## src/rtl/prodmap_pkg.sv

```systemverilog
package prodmap_pkg;
   typedef enum logic {
      CPY_ARCH = 1'b0,
      CPY_SPEC = 1'b1
   } copy_e;

   localparam int unsigned NCOPY = 2;

   // Pick the write enable of one copy from the write strobe and mode.
   function automatic logic copy_we(input logic we, input logic spec, input copy_e c);
      return we && (spec == logic'(c));
   endfunction
endpackage

```

## src/rtl/prodmap_bank.sv

```systemverilog
module prodmap_bank #(
   parameter int unsigned NREG  = 32,
   parameter int unsigned TAG_W = 6,
   parameter int unsigned OP_W  = 2,
   parameter int unsigned TS_W  = 16,
   parameter int unsigned NRD   = 2,
   localparam int unsigned RW   = $clog2(NREG)
) (
   input  logic                          clk,
   input  logic                          rst_n,
   input  logic                          init_i,
   input  logic                          we_i,
   input  logic [RW-1:0]                 wr_reg_i,
   input  logic                          wr_valid_i,
   input  logic [TAG_W-1:0]              wr_tag_i,
   input  logic [OP_W-1:0]               wr_op_i,
   input  logic [TS_W-1:0]               wr_ts_i,
   input  logic [NRD-1:0][RW-1:0]        rd_reg_i,
   output logic [NRD-1:0]                rd_valid_o,
   output logic [NRD-1:0][TAG_W-1:0]     rd_tag_o,
   output logic [NRD-1:0][OP_W-1:0]      rd_op_o,
   output logic [NRD-1:0][TS_W-1:0]      rd_ts_o
);
   logic [NREG-1:0]             v_q;
   logic [NREG-1:0][TAG_W-1:0]  tag_q;
   logic [NREG-1:0][OP_W-1:0]   op_q;
   logic [NREG-1:0][TS_W-1:0]   ts_q;

   // A null producer is normalised to tag 0, operand 0.
   logic [TAG_W-1:0] tag_n;
   logic [OP_W-1:0]  op_n;
   assign tag_n = wr_valid_i ? wr_tag_i : '0;
   assign op_n  = wr_valid_i ? wr_op_i  : '0;

   for (genvar g = 0; g < NREG; g++) begin : g_ent
      logic hit;
      assign hit = we_i && (wr_reg_i == RW'(g));
      always_ff @(posedge clk or negedge rst_n) begin
         if (!rst_n) begin
            v_q[g]   <= 1'b0;
            tag_q[g] <= '0;
            op_q[g]  <= '0;
            ts_q[g]  <= '0;
         end else if (init_i) begin
            v_q[g]   <= 1'b0;
            tag_q[g] <= '0;
            op_q[g]  <= '0;
            ts_q[g]  <= '0;
         end else if (hit) begin
            v_q[g]   <= wr_valid_i;
            tag_q[g] <= tag_n;
            op_q[g]  <= op_n;
            ts_q[g]  <= wr_ts_i;
         end
      end
   end

   for (genvar p = 0; p < NRD; p++) begin : g_rd
      logic inr;
      assign inr           = (32'(rd_reg_i[p]) < NREG);
      assign rd_valid_o[p] = inr ? v_q[rd_reg_i[p]]   : 1'b0;
      assign rd_tag_o[p]   = inr ? tag_q[rd_reg_i[p]] : '0;
      assign rd_op_o[p]    = inr ? op_q[rd_reg_i[p]]  : '0;
      assign rd_ts_o[p]    = inr ? ts_q[rd_reg_i[p]]  : '0;
   end
endmodule

```

## src/rtl/prodmap_selvec.sv

```systemverilog
module prodmap_selvec #(
   parameter int unsigned NREG = 32,
   localparam int unsigned RW  = $clog2(NREG)
) (
   input  logic            clk,
   input  logic            rst_n,
   input  logic            init_i,
   input  logic            clr_i,
   input  logic            set_i,
   input  logic [RW-1:0]   set_reg_i,
   output logic [NREG-1:0] sel_o
);
   // Clear and init both override a set in the same cycle.
   for (genvar g = 0; g < NREG; g++) begin : g_bit
      always_ff @(posedge clk or negedge rst_n) begin
         if (!rst_n)
            sel_o[g] <= 1'b0;
         else if (init_i || clr_i)
            sel_o[g] <= 1'b0;
         else if (set_i && (set_reg_i == RW'(g)))
            sel_o[g] <= 1'b1;
      end
   end
endmodule

```

## src/rtl/prodmap_top.sv

```systemverilog
module prodmap_top
   import prodmap_pkg::*;
#(
   parameter int unsigned NREG  = 32,
   parameter int unsigned TAG_W = 6,
   parameter int unsigned OP_W  = 2,
   parameter int unsigned TS_W  = 16,
   parameter int unsigned NRD   = 2,
   localparam int unsigned RW   = $clog2(NREG)
) (
   input  logic                          clk,
   input  logic                          rst_n,
   input  logic                          init_i,
   input  logic                          clr_spec_i,
   input  logic                          wr_en_i,
   input  logic                          wr_spec_i,
   input  logic [RW-1:0]                 wr_reg_i,
   input  logic                          wr_valid_i,
   input  logic [TAG_W-1:0]              wr_tag_i,
   input  logic [OP_W-1:0]               wr_op_i,
   input  logic [TS_W-1:0]               now_i,
   input  logic [NRD-1:0][RW-1:0]        rd_reg_i,
   output logic [NRD-1:0]                rd_valid_o,
   output logic [NRD-1:0][TAG_W-1:0]     rd_tag_o,
   output logic [NRD-1:0][OP_W-1:0]      rd_op_o,
   output logic [NRD-1:0][TS_W-1:0]      rd_ts_o
);
   if (NREG < 2)  begin : g_bad_nreg $error("NREG must be at least 2"); end
   if (TAG_W < 1) begin : g_bad_tag  $error("TAG_W must be at least 1"); end
   if (OP_W < 1)  begin : g_bad_op   $error("OP_W must be at least 1"); end
   if (TS_W < 1)  begin : g_bad_ts   $error("TS_W must be at least 1"); end
   if (NRD < 1)   begin : g_bad_nrd  $error("NRD must be at least 1"); end

   logic [NREG-1:0] sel_q;

   logic [NCOPY-1:0][NRD-1:0]            b_valid;
   logic [NCOPY-1:0][NRD-1:0][TAG_W-1:0] b_tag;
   logic [NCOPY-1:0][NRD-1:0][OP_W-1:0]  b_op;
   logic [NCOPY-1:0][NRD-1:0][TS_W-1:0]  b_ts;

   for (genvar c = 0; c < NCOPY; c++) begin : g_copy
      logic we;
      assign we = copy_we(wr_en_i, wr_spec_i, copy_e'(c));
      prodmap_bank #(
         .NREG(NREG), .TAG_W(TAG_W), .OP_W(OP_W), .TS_W(TS_W), .NRD(NRD)
      ) u_bank (
         .clk        (clk),
         .rst_n      (rst_n),
         .init_i     (init_i),
         .we_i       (we),
         .wr_reg_i   (wr_reg_i),
         .wr_valid_i (wr_valid_i),
         .wr_tag_i   (wr_tag_i),
         .wr_op_i    (wr_op_i),
         .wr_ts_i    (now_i),
         .rd_reg_i   (rd_reg_i),
         .rd_valid_o (b_valid[c]),
         .rd_tag_o   (b_tag[c]),
         .rd_op_o    (b_op[c]),
         .rd_ts_o    (b_ts[c])
      );
   end

   prodmap_selvec #(.NREG(NREG)) u_sel (
      .clk       (clk),
      .rst_n     (rst_n),
      .init_i    (init_i),
      .clr_i     (clr_spec_i),
      .set_i     (wr_en_i && wr_spec_i),
      .set_reg_i (wr_reg_i),
      .sel_o     (sel_q)
   );

   for (genvar p = 0; p < NRD; p++) begin : g_port
      logic  inr;
      copy_e pick;
      assign inr  = (32'(rd_reg_i[p]) < NREG);
      assign pick = (inr && sel_q[rd_reg_i[p]]) ? CPY_SPEC : CPY_ARCH;
      assign rd_valid_o[p] = b_valid[pick][p];
      assign rd_tag_o[p]   = b_tag[pick][p];
      assign rd_op_o[p]    = b_op[pick][p];
      assign rd_ts_o[p]    = b_ts[pick][p];
   end
endmodule

```

## config.mk

```make
export PLATFORM = sky130hd
export DESIGN_NAME = prodmap_top
export DESIGN_NICKNAME = d
export VERILOG_FILES = /design/src/rtl/prodmap_pkg.sv /design/src/rtl/prodmap_bank.sv /design/src/rtl/prodmap_selvec.sv /design/src/rtl/prodmap_top.sv
export SDC_FILE = /design/constraint.sdc
export NUM_CORES = 2
export LEC_CHECK = 0
export BUFFER_PORTS_ARGS = -buffer_cell sky130_fd_sc_hd__buf_2
export CAP_MARGIN = 20
export CELL_PAD_IN_SITES_DETAIL_PLACEMENT = 1
export CELL_PAD_IN_SITES_GLOBAL_PLACEMENT = 2
export CORE_ASPECT_RATIO = 1.25
export CORE_MARGIN = 5
export CORE_UTILIZATION = 44
export CTS_CLUSTER_SIZE = 25
export DETAILED_ROUTE_END_ITERATION = 8
export HOLD_SLACK_MARGIN = 0.02
export PLACE_DENSITY = 0.91
export REMOVE_ABC_BUFFERS = 1
export SLEW_MARGIN = 20
export SYNTH_ARGS = -nofsm -noshare
export SYNTH_HDL_FRONTEND = slang
export SYNTH_SLANG_ARGS = --single-unit
```

## constraint.sdc

```tcl
create_clock -name clk -period 4.3 [get_ports clk]
set_input_delay 0.215 -clock clk [delete_from_list [all_inputs] [get_ports clk]]
set_output_delay 0.215 -clock clk [all_outputs]
set_load 0.01 [all_outputs]
```

==> impl_metrics.tcl <==
set metrics [dict create \
    status "finished with violations" \
    violations "setup timing" \
    wl_mm 427.7 \
    core_area_mm2 0.2078 \
    hold_path_class "in -> reg" \
    wl_met2_mm 188.2 \
    clock_skew_ps 0 \
    finalHoldViolCount 0 \
    maxUsedRoutingLayer "met5" \
    cellPowerDensity_mw_per_mm2 343.9 \
    dr_wl_met3_mm 45.85 \
    post-route-util 0.4922 \
    r2r-start "g_copy[1].u_bank.ts_q[78]" \
    maxSlewViolCount 0 \
    cts_tree "done" \
    fin_crit_sh 1.036 \
    port_buffers 95 \
    area_growth_pct 11.27 \
    first_iter_violations 9986 \
    crit_required_ps 4090 \
    drive_above_1_share 0.1526 \
    crit_start "u_sel.sel_o[1]" \
    hpwl_mm 264.8 \
    firstDrtPassIters 6 \
    insertion_delay_ps 870 \
    clk_path_buf_depth 3 \
    ir_drop_v 0.0004873 \
    hold_ws_ps 34.03 \
    synth.top_cells.by_area "dfrtp_1, mux4_2, nand2_1, mux2i_1, a21oi_1" \
    dieWidth_um 418.8 \
    via_per_inst 6.986 \
    syn-cell-area_mm2 0.09190 \
    rows 187 \
    ys.flop_type "dfrtp_1" \
    syn_area_per_cell_um2 9.561 \
    grt_util_all_layers 0.3845 \
    hp-start "now_i[10]" \
    synth_common_cells "nand2_1, dfrtp_1, a21oi_1, clkbuf_1, mux2i_1" \
    yosysTopAreaCellShare 0.4444 \
    worstPathArrival_ps 4240 \
    synth_cell_types 52 \
    final.setup.worst_slack_ps -154.7 \
    die_h_um 521.0 \
    path_max_fanout 17 \
    grt_max_degree 230 \
    synth_warnings 0 \
    grt_overflow 0 \
    ys_async_sr_fraction 1.000 \
    clk_pin_slew_ps 60 \
    initial_utilization 0.4423 \
    maxCapViolations 0 \
    synth_area_leader_cell "dfrtp_1" \
    antenna_found_initial 35 \
    htreeDepth 4 \
    vias 85410 \
    cts_root_buf "clkbuf_16" \
    synth_edf_count 0 \
    io_pins 96 \
    final_nets 9370 \
    setup_viol_count_final 9 \
    fmax_ghz 0.2245 \
    crit_type "reg -> out" \
    max_slew_margin 0.1261 \
    synth.yosys.seq_area_share 0.4444 \
    routedWlPerCell_um 34.98 \
    grt_first_pass_wirelength_mm 618.0 \
    cts_sinks 1632 \
    p_leak_nw 41.22 \
    fin_crit_ps 4455 \
    cts_made_buffers 172 \
    gp_congestion 0.9664 \
    yosysMostFrequentCell "nand2_1" \
    synth_seq_cells 1632 \
    fp.dieArea_mm2 0.2182 \
    worst_pin_slew_ps 1307 \
    drt-met1-wl_mm 147.1 \
    cp-end-kind "output pin" \
    antenna_left 0 \
    rsz0062_at_grt "no" \
    critical_path.startpoint_type "flip-flop" \
    post-route-drc-count 0 \
    syn_inst 9612 \
    grt_pass1_vias 90250 \
]
==> critical path, cell delays in order (launching register included) <==
cell     delay [ps]
dfrtp_1         420
mux4_2          470
mux4_2          620
nor2_4          430
buf_4           480
nand3_1         460
o211a_1         310
buf_2           160
==> worst paths after layout <==
check / endpoint / slack [ps] / depth (start not counted)
worst max-delay path: rd_tag_o[9] / -150 / 7
worst min-delay path: g_copy[1].u_bank.ts_q[234] / 30 / 3
worst max register to register: g_copy[1].u_bank.ts_q[78] / 3030 / 3
worst min register to register: u_sel.sel_o[7] / 520 / 1
max in group asynchronous: g_copy[1].u_bank.tag_q[159] / 2350 / 4
min in group asynchronous: g_copy[0].u_bank.op_q[3] / 470 / 3
==> where the power goes <==
group | switching [mW] | leakage (nW) | internal (mW)
logic | 2.93 | 15.6 | 1.11
clock network | 6.87 | 2.86 | 8.80
registers | 0.0468 | 22.8 | 15.4
total | 9.84 | 41.2 | 25.3
==> layer usage <==
metal	vias up	track usage
met5	-	0
met4	18	0.3501
met3	2165	0.1116
met2	5606	0.5757
met1	43830	0.4459
li1	33790	-
==> cells in the final DEF, fill, tap and decap left out, drive strengths merged, types with 18 or more instances in the layout <==
cell         netlist  routed
dlygate4sd3        0      23
o211a             37      37
nor3              75      75
clkbuf           790     257
clkinv             1      39
nor3b             25      25
mux2              19      19
nand2           2444    2444
or2               81      81
nand3             32      32
o21ai            549     549
nand3b           448     448
mux2i            745     745
nand2b            46      46
diode              0      18
o32ai             34      34
buf              206     510
a211oi            35      35
o21a              37      37
nor2b             31      31
dfrtp           1632    1632
a22oi             53      53
nor2             106     106
a221oi           326     326
mux4             441     441
a21oi           1286    1286
==> registers in the layout, indices dropped and copies added, names as in the netlist <==
signal               count
g_copy.u_bank.op_q     128
g_copy.u_bank.v_q       64
g_copy.u_bank.ts_q    1024
u_sel.sel_o             32
g_copy.u_bank.tag_q    384
==> stage by stage <==
stage	cell area, um^2	setup TNS, ps	instances	worst slack, ps	total power, mW
6_report	102300	-628.3	12230	-154.7	35.17
3_5_place_dp	96060	0	11860	211.3	19.57
4_1_cts	102100	0	12200	10.49	35.02
2_1_floorplan	87790	-11310	8616	-442.5	16.91
5_1_grt	102200	0	12210	0.9925	35.87
3_3_place_gp	96030	-514.8	11860	-514.8	19.51
==> layout make-up <==
type / instances / area [um^2]
antenna: 18 / 45.04
tap: 2740 / 3428
fill: 23000 / 105500
timing repair buffer: 534 / 4695
inverter: 5 / 23.77
clock buffer: 256 / 5072
clock inverter: 62 / 686.9
sequential: 1632 / 40840
multi-input combinational: 6979 / 47460
==> repair_timing <==
action / CTS / global route
hold buffers: 24 / 0
setup buffers: 3 / 3
gates cloned: 0 / 0
setup endpoints to repair: 2 / 2
resized for setup: 1 / 1
hold endpoints to repair: 742 / 0
==> kinds of logic after synthesis <==
kind of cell / share of synthesized area
AND/OR/NAND/NOR: 0.1618
AO/OA/AOI/OAI: 0.1572
flip-flops: 0.4444
multiplexers: 0.1917
buffers and inverters: 0.04492
Power figures use the tool's default switching activity.
